==> src/rtl/flash_seq_pkg.sv <==
package flash_seq_pkg;
    typedef enum logic [3:0] {
        S_IDLE, S_PSETUP, S_PDATA, S_PPULSE, S_PVCMD, S_PREAD, S_PCHECK,
        S_ESETUP, S_ECMD, S_EPULSE, S_EVCMD, S_EREAD, S_ECHECK, S_FINISH
    } seq_state_t;

    typedef enum logic [2:0] {
        B_IDLE, B_SETUP, B_STROBE, B_HOLD, B_READ
    } bus_phase_t;

    localparam logic [7:0] CMD_PROG_SETUP  = 8'h40;
    localparam logic [7:0] CMD_PROG_VERIFY = 8'hC0;
    localparam logic [7:0] CMD_ERASE       = 8'h20;
    localparam logic [7:0] CMD_ERASE_VERIFY = 8'hA0;
endpackage

==> src/rtl/flash_pulse_timer.sv <==
module flash_pulse_timer #(
    parameter int MAX_LEN = 16
) (
    input  logic clk,
    input  logic rst_n,
    input  logic run,
    input  logic [$clog2(MAX_LEN+1)-1:0] len,
    output logic expired
);
    localparam int CW = $clog2(MAX_LEN + 1);
    logic [CW-1:0] cnt;

    always_ff @(posedge clk or negedge rst_n) begin
        if (!rst_n)
            cnt <= '0;
        else if (!run)
            cnt <= '0;
        else if (!expired)
            cnt <= cnt + 1'b1;
    end

    assign expired = run && (cnt == len - 1'b1);
endmodule

==> src/rtl/flash_bus_cycle.sv <==
module flash_bus_cycle
    import flash_seq_pkg::*;
#(
    parameter int ADDR_W   = 15,
    parameter int DATA_W   = 8,
    parameter int T_SETUP  = 2,
    parameter int T_WE_LOW = 3,
    parameter int T_HOLD   = 2,
    parameter int T_ACCESS = 4
) (
    input  logic              clk,
    input  logic              rst_n,
    input  logic              req,
    input  logic              is_read,
    input  logic [ADDR_W-1:0] addr,
    input  logic [DATA_W-1:0] wdata,
    output logic              ack,
    output logic [DATA_W-1:0] rdata,
    output logic              ce_n,
    output logic              oe_n,
    output logic              we_n,
    output logic [ADDR_W-1:0] bus_addr,
    output logic [DATA_W-1:0] dq_out,
    output logic              dq_oe,
    input  logic [DATA_W-1:0] dq_in
);
    localparam int TMAX = (T_SETUP > T_WE_LOW ? T_SETUP : T_WE_LOW) >
                          (T_HOLD > T_ACCESS ? T_HOLD : T_ACCESS) ?
                          (T_SETUP > T_WE_LOW ? T_SETUP : T_WE_LOW) :
                          (T_HOLD > T_ACCESS ? T_HOLD : T_ACCESS);
    localparam int CW = $clog2(TMAX + 1);

    bus_phase_t ph;
    logic [CW-1:0] cnt;
    logic          last;

    always_comb begin
        unique case (ph)
            B_SETUP:  last = (cnt == CW'(T_SETUP - 1));
            B_STROBE: last = (cnt == CW'(T_WE_LOW - 1));
            B_HOLD:   last = (cnt == CW'(T_HOLD - 1));
            B_READ:   last = (cnt == CW'(T_ACCESS - 1));
            default:  last = 1'b0;
        endcase
    end

    always_ff @(posedge clk or negedge rst_n) begin
        if (!rst_n) begin
            ph       <= B_IDLE;
            cnt      <= '0;
            bus_addr <= '0;
            dq_out   <= '0;
            rdata    <= '0;
        end else begin
            cnt <= last ? '0 : cnt + 1'b1;
            unique case (ph)
                B_IDLE: begin
                    cnt <= '0;
                    if (req) begin
                        bus_addr <= addr;
                        dq_out   <= wdata;
                        ph       <= is_read ? B_READ : B_SETUP;
                    end
                end
                B_SETUP:  if (last) ph <= B_STROBE;
                B_STROBE: if (last) ph <= B_HOLD;
                B_HOLD:   if (last) ph <= B_IDLE;
                B_READ: if (last) begin
                    rdata <= dq_in;
                    ph    <= B_IDLE;
                end
                default: ph <= B_IDLE;
            endcase
        end
    end

    assign ack   = last && (ph == B_HOLD || ph == B_READ);
    assign ce_n  = (ph == B_IDLE);
    assign we_n  = (ph != B_STROBE);
    assign oe_n  = (ph != B_READ);
    assign dq_oe = (ph == B_SETUP || ph == B_STROBE || ph == B_HOLD);

    logic [CW:0] low_run;
    always_ff @(posedge clk or negedge rst_n) begin
        if (!rst_n)     low_run <= '0;
        else if (!we_n) low_run <= low_run + 1'b1;
        else            low_run <= '0;
    end

    AST_WRITE_OE_HIGH: assert property (@(posedge clk) disable iff (!rst_n)
        dq_oe |-> oe_n);
    AST_WRITE_STABLE: assert property (@(posedge clk) disable iff (!rst_n)
        (!we_n && $past(!we_n)) |-> ($stable(bus_addr) && $stable(dq_out)));
    AST_WE_WIDTH: assert property (@(posedge clk) disable iff (!rst_n)
        (!we_n && $past(!we_n) && low_run == (CW+1)'(T_WE_LOW - 1)) |=> we_n);
    AST_READ_NO_DRIVE: assert property (@(posedge clk) disable iff (!rst_n)
        !oe_n |-> (!dq_oe && !ce_n));
endmodule

==> src/rtl/flash_prog_seq.sv <==
module flash_prog_seq
    import flash_seq_pkg::*;
#(
    parameter int ADDR_W        = 15,
    parameter int DATA_W        = 8,
    parameter int T_SETUP       = 2,
    parameter int T_WE_LOW      = 3,
    parameter int T_HOLD        = 2,
    parameter int T_ACCESS      = 4,
    parameter int T_PROG_PULSE  = 500,
    parameter int T_ERASE_PULSE = 5000,
    parameter int PROG_TRIES    = 25,
    parameter int ERASE_TRIES   = 1000
) (
    input  logic              clk,
    input  logic              rst_n,
    input  logic              start,
    input  logic              op,
    input  logic [ADDR_W-1:0] addr_in,
    input  logic [DATA_W-1:0] data_in,
    output logic              busy,
    output logic              done,
    output logic              fail,
    output logic [ADDR_W-1:0] fail_addr,
    output logic              fl_ce_n,
    output logic              fl_oe_n,
    output logic              fl_we_n,
    output logic [ADDR_W-1:0] fl_addr,
    output logic [DATA_W-1:0] fl_dq_out,
    output logic              fl_dq_oe,
    input  logic [DATA_W-1:0] fl_dq_in
);
    localparam int PMAX = T_PROG_PULSE > T_ERASE_PULSE ? T_PROG_PULSE : T_ERASE_PULSE;
    localparam int TW   = $clog2(PMAX + 1);
    localparam int PTW  = $clog2(PROG_TRIES);
    localparam int ETW  = $clog2(ERASE_TRIES);

    seq_state_t state, nxt;
    logic              prep;
    logic [ADDR_W-1:0] cur_addr;
    logic [DATA_W-1:0] target;
    logic [PTW-1:0]    ptries;
    logic [ETW-1:0]    etries;

    logic              b_req, b_read, b_ack;
    logic [DATA_W-1:0] b_wdata, b_rdata;
    logic              t_run, t_exp;
    logic [TW-1:0]     t_len;

    wire at_top   = (cur_addr == {ADDR_W{1'b1}});
    wire p_match  = (b_rdata == target);
    wire e_match  = (b_rdata == {DATA_W{1'b1}});
    wire p_limit  = (ptries == PTW'(PROG_TRIES - 1));
    wire e_limit  = (etries == ETW'(ERASE_TRIES - 1));

    flash_bus_cycle #(
        .ADDR_W(ADDR_W), .DATA_W(DATA_W), .T_SETUP(T_SETUP),
        .T_WE_LOW(T_WE_LOW), .T_HOLD(T_HOLD), .T_ACCESS(T_ACCESS)
    ) u_bus (
        .clk(clk), .rst_n(rst_n), .req(b_req), .is_read(b_read),
        .addr(cur_addr), .wdata(b_wdata), .ack(b_ack), .rdata(b_rdata),
        .ce_n(fl_ce_n), .oe_n(fl_oe_n), .we_n(fl_we_n), .bus_addr(fl_addr),
        .dq_out(fl_dq_out), .dq_oe(fl_dq_oe), .dq_in(fl_dq_in)
    );

    flash_pulse_timer #(.MAX_LEN(PMAX)) u_timer (
        .clk(clk), .rst_n(rst_n), .run(t_run), .len(t_len), .expired(t_exp)
    );

    // next state and bus requests
    always_comb begin
        nxt     = state;
        b_req   = 1'b0;
        b_read  = 1'b0;
        b_wdata = '0;
        t_run   = 1'b0;
        t_len   = TW'(T_PROG_PULSE);
        unique case (state)
            S_IDLE:   if (start) nxt = S_PSETUP;
            S_PSETUP: begin b_req = 1'b1; b_wdata = DATA_W'(CMD_PROG_SETUP); if (b_ack) nxt = S_PDATA; end
            S_PDATA:  begin b_req = 1'b1; b_wdata = target; if (b_ack) nxt = S_PPULSE; end
            S_PPULSE: begin t_run = 1'b1; if (t_exp) nxt = S_PVCMD; end
            S_PVCMD:  begin b_req = 1'b1; b_wdata = DATA_W'(CMD_PROG_VERIFY); if (b_ack) nxt = S_PREAD; end
            S_PREAD:  begin b_req = 1'b1; b_read = 1'b1; if (b_ack) nxt = S_PCHECK; end
            S_PCHECK: begin
                if (p_match) nxt = !prep ? S_FINISH : (at_top ? S_ESETUP : S_PSETUP);
                else         nxt = p_limit ? S_FINISH : S_PSETUP;
            end
            S_ESETUP: begin b_req = 1'b1; b_wdata = DATA_W'(CMD_ERASE); if (b_ack) nxt = S_ECMD; end
            S_ECMD:   begin b_req = 1'b1; b_wdata = DATA_W'(CMD_ERASE); if (b_ack) nxt = S_EPULSE; end
            S_EPULSE: begin t_run = 1'b1; t_len = TW'(T_ERASE_PULSE); if (t_exp) nxt = S_EVCMD; end
            S_EVCMD:  begin b_req = 1'b1; b_wdata = DATA_W'(CMD_ERASE_VERIFY); if (b_ack) nxt = S_EREAD; end
            S_EREAD:  begin b_req = 1'b1; b_read = 1'b1; if (b_ack) nxt = S_ECHECK; end
            S_ECHECK: begin
                if (e_match) nxt = at_top ? S_FINISH : S_EVCMD;
                else         nxt = e_limit ? S_FINISH : S_ESETUP;
            end
            S_FINISH: nxt = S_IDLE;
            default:  nxt = S_IDLE;
        endcase
    end

    // state register and sequencing registers
    always_ff @(posedge clk or negedge rst_n) begin
        if (!rst_n) begin
            state     <= S_IDLE;
            prep      <= 1'b0;
            cur_addr  <= '0;
            target    <= '0;
            ptries    <= '0;
            etries    <= '0;
            fail      <= 1'b0;
            fail_addr <= '0;
            done      <= 1'b0;
        end else begin
            state <= nxt;
            done  <= (state == S_FINISH);
            unique case (state)
                S_IDLE: if (start) begin
                    prep      <= op;
                    cur_addr  <= op ? '0 : addr_in;
                    target    <= op ? '0 : data_in;
                    ptries    <= '0;
                    etries    <= '0;
                    fail      <= 1'b0;
                    fail_addr <= '0;
                end
                S_PCHECK: begin
                    if (p_match) begin
                        if (prep) begin
                            ptries   <= '0;
                            cur_addr <= cur_addr + 1'b1;
                            if (at_top) prep <= 1'b0;
                        end
                    end else if (p_limit) begin
                        fail      <= 1'b1;
                        fail_addr <= cur_addr;
                    end else begin
                        ptries <= ptries + 1'b1;
                    end
                end
                S_ECHECK: begin
                    if (e_match) begin
                        if (!at_top) cur_addr <= cur_addr + 1'b1;
                    end else if (e_limit) begin
                        fail      <= 1'b1;
                        fail_addr <= cur_addr;
                    end else begin
                        etries <= etries + 1'b1;
                    end
                end
                default: ;
            endcase
        end
    end

    assign busy = (state != S_IDLE);

    AST_DONE_SINGLE: assert property (@(posedge clk) disable iff (!rst_n)
        done |=> !done);
    AST_DONE_NOT_BUSY: assert property (@(posedge clk) disable iff (!rst_n)
        done |-> !busy);
    AST_PTRIES_BOUND: assert property (@(posedge clk) disable iff (!rst_n)
        ptries < PTW'(PROG_TRIES));
    AST_ETRIES_BOUND: assert property (@(posedge clk) disable iff (!rst_n)
        etries < ETW'(ERASE_TRIES));
    AST_FAIL_HELD: assert property (@(posedge clk) disable iff (!rst_n)
        (fail && !(state == S_IDLE && start)) |=> (fail && $stable(fail_addr)));
endmodule

==> config.mk <==
export PLATFORM = sky130hd
export DESIGN_NAME = flash_prog_seq
export DESIGN_NICKNAME = d
export VERILOG_FILES = /design/src/rtl/flash_seq_pkg.sv /design/src/rtl/flash_pulse_timer.sv /design/src/rtl/flash_bus_cycle.sv /design/src/rtl/flash_prog_seq.sv
export SDC_FILE = /design/constraint.sdc
export NUM_CORES = 1
export LEC_CHECK = 0
export BUFFER_PORTS_ARGS = -buffer_cell sky130_fd_sc_hd__buf_2
export CORE_ASPECT_RATIO = 1.4
export CORE_MARGIN = 3
export CORE_UTILIZATION = 40
export DETAILED_ROUTE_END_ITERATION = 12
export SKIP_LAST_GASP = 1
export SLEW_MARGIN = 20
export SYNTH_ARGS = -nofsm -noshare
export SYNTH_HDL_FRONTEND = slang
export SYNTH_SLANG_ARGS = --single-unit
==> constraint.sdc <==
create_clock -name clk -period 2.5 [get_ports clk]
set_input_delay 0.25 -clock clk [delete_from_list [all_inputs] [get_ports clk]]
set_output_delay 0.25 -clock clk [all_outputs]
set_load 0.02 [all_outputs]
==> results.md <==
- Worst slew pin tran: 0.6554 ns
- Static Leakage: 3.127 nW
- Critical Path AT: 2.61 ns
- Die Ht: 146.6 µm
- Initial core utilization: 41.63%
- DRC marker count from the first detailed-route iteration: 240
- Buf+Inv Stages, Crit Path: 1
- DR WL/cell: 15.46 µm
- Critical path startpoint category: flop
- DR vias: 4742
- Sequential area share after synthesis: 48.70%
- CP top delay family: simple AND/OR/NAND/NOR gates
- Status: finished clean
- Metal2 WL: 7.177 mm
- RSZ-0062 raised after global routing: false
- Fill cell count: 1322
- FF+latch count, synth: 110
- Cells after Synth: 622
- Worst-Skew Late Latency: 0.35 ns
- Routed met1 length: 5.733 mm
- Crit path largest cell delay: 0.60 ns
- Met3 WL: 506 µm
- Maximum level of the CTS H-tree: 3
- Main synth FF type: dfrtp_1
- Area growth syn-to-layout: 17.38%
- Max_cap viols: 0
- Period utilization: 94.14%
- Post-route DRC: 0
- Final Setup Violations: 0
- Total Routed Length: 13.76 mm
- FP Rows: 50
- Endpoint class of the critical path: flop
- Critical Path RT: 2.76 ns
- Routability Congestion: 0.9044
- Die footprint: 15610 µm²
- Final Critical Period: 2.354 ns
- Cell taking the most area after synthesis: dfrtp_1
- Kind of critical path: reg -> reg
- Critical-path maximum fanout: 21
- Total grt overflow: 0
- Worst path slowest cell: or4_1
- Routed Antenna Nets: 0
- CTS tree: built
- DR top layer: met4
- Final HPWL DP: 10.45 mm
- Fin util: 48.87%
- Initial antenna violation count: 0
- Slew HR: 55.97%
- Clk_skew: 0.004860 ns
- Cell area after synthesis: 5652 µm²
- Input/output buffers: 79
- Max IR drop VDD: 0.0004095 V
- Number of synthesized flops with an enable pin: 0
- Gr usage total: 18.22%
- PwrDens: 508.7 nW/µm²
- Ys async rst share: 100.0%
- Post-synth cell types: 64
- Top area cells in the synthesized netlist: dfrtp_1 (49%), nand2_1 (7.5%), o21ai_0 (4.3%)
- Syn Nets: 663
- Clock transition at path regs: 0.07 ns
- Antenna Cells: 0
- Share of cells above drive strength 1: 20.62%
- First-pass GRT wire length: 22.96 mm
- Clock buffer count from CTS: 9
- Hold Vio Cnt, Final: 0
- Yosys warning total: 0
- Core area: 13580 µm²
- Fmax: 424.9 MHz
- CTS Sinks: 110
- Vias in the first global route: 4685
- Die width: 106.5 µm
- Synth Area per Inst: 9.086 µm²
- I/O pins: 80
- Largest net degree at the start of global routing: 51
- Vias per cell: 5.328
- Top-area cell type share of the netlist area: 48.70%
- Setup TNS: 0 ns
- Root Driver: clkbuf_16
- Final Max Slew Viols: 0
- Nets: 744
- Min-delay worst type: in -> reg
- Clock tree buffer depth: 2
- CP Cell Sequence: ha_1 > nand3_1 > or4_1 > and2_4 > o211ai_4 > buf_12 > a211oi_1 > nor3_1
- DR pass1 iterations: 7
## cells in the mapped netlist (3+ instances only)
cell type and n:
o21ai_0 49, and3_1 14, mux2i_1 4, ha_1 6, nand3_1 29, xnor2_1 20
or2_2 4, nor2_1 55, a31oi_1 7, a21oi_1 33, buf_2 14, nand4_1 11
or3_1 4, nand2_1 113, nor3_1 18, o31ai_1 8, xor2_1 9, nor2b_1 5
inv_1 21, dfrtp_1 110, nor4_1 4, mux2_2 13, clkbuf_1 10, o22ai_2 5
and2_1 3
## path summary, 6_finish.rpt
check | from | slack (ns) | to | cells past startpoint
worst max-delay path | cur_addr[1] | 0.15 | cur_addr[9] | 8
worst min-delay path | fl_dq_in[0] | 0.13 | u_bus.rdata[0] | 2
worst max register to register | cur_addr[1] | 0.15 | cur_addr[9] | 8
worst min register to register | u_bus.dq_out[2] | 0.47 | u_bus.dq_out[2] | 2
max in group asynchronous | rst_n | 1.38 | state[0] | 3
min in group asynchronous | rst_n | 0.42 | fail_addr[13] | 2
## state kept, by name, summed over array words and instances, names as in the netlist
signal	flops
prep	1
etries	10
u_bus.ph	3
u_timer.cnt	13
u_bus.bus_addr	15
u_bus.rdata	8
fail	1
ptries	5
fail_addr	15
u_bus.cnt	3
u_bus.dq_out	8
target	8
done	1
cur_addr	15
state	4
## metrics by stage
stage | cell area, µm² | instances | hold WS [ns] | total power [mW] | setup slack [ns]
2_1_floorplan | 5652 | 622 | -0.04559 | 1.830 | 0.4304
5_1_grt | 6634 | 890 | 0.1220 | 3.503 | 0.008935
4_1_cts | 6625 | 890 | 0.1192 | 3.419 | 0.1631
3_3_place_gp | 6295 | 873 | 0.2650 | 1.907 | 0.2521
6_report | 6634 | 890 | 0.1331 | 3.375 | 0.1464
3_5_place_dp | 6295 | 873 | 0.2701 | 1.907 | 0.1796
## report_power, final
part	leakage, nW	switching (mW)	internal [mW]
sequential	1.46	0	1.78
clock	0.151	0.643	0.861
combinational	1.52	0.0598	0.0327
total	3.13	0.703	2.67
## cells by family after synthesis
| kind of cell | after synthesis | synth area share (%) |
|---|---|---|
| xor gates and xnor gates | 29 | 4.494 |
| buffers and inverters | 50 | 4.051 |
| muxes | 17 | 3.299 |
| AOI/OAI and AO/OA | 127 | 14.24 |
| adders and majority gates | 7 | 1.505 |
| DFF | 110 | 48.70 |
| and+or+nand+nor | 282 | 23.71 |
## what timing repair did
| item | CTS | global route |
|---|---|---|
| gates resized for setup | 0 | 1 |
| endpoints found under the hold margin | 39 | 0 |
| endpoints found under the setup margin | 0 | 2 |
| buffers inserted | 0 | 0 |
| hold buffers | 1 | 0 |
## cell type report
type                    instances  area (µm²)  share of cell area, %
clock buffers                  12       266.5                  4.017
repair buffers                 99       575.6                  8.676
flip-flops and latches        110        2753                  41.49
inverters                      21       78.83                  1.188
multi-input cells             462        2679                  40.38
well taps                     182       227.7                  3.433
clock inverters                 4       53.80                 0.8110
## cell usage in the layout (no fill, tap or decap), drive strengths merged, types with 3 or more instances in the layout
| cell | instances |
|---|---|
| nor2 | 56 |
| and3 | 14 |
| ha | 6 |
| mux2 | 13 |
| a21oi | 33 |
| o21ai | 50 |
| o31ai | 8 |
| nand4 | 12 |
| nand2 | 113 |
| or3 | 4 |
| mux2i | 4 |
| and2 | 5 |
| nand3 | 29 |
| nor2b | 5 |
| nor3 | 19 |
| a31oi | 8 |
| buf | 98 |
| nor4 | 5 |
| o22ai | 7 |
| xnor2 | 20 |
| a211oi | 3 |
| inv | 21 |
| dfrtp | 110 |
| xor2 | 9 |
| clkbuf | 12 |
| or2 | 4 |
## layer usage
metal | global-route usage (%) | vias up
li1 | - | 2327
met1 | 22.13 | 2296
met5 | 0 | -
met2 | 32.14 | 99
met3 | 3.538 | 20
met4 | 6.206 | 0
Power figures use the tool's default switching activity.
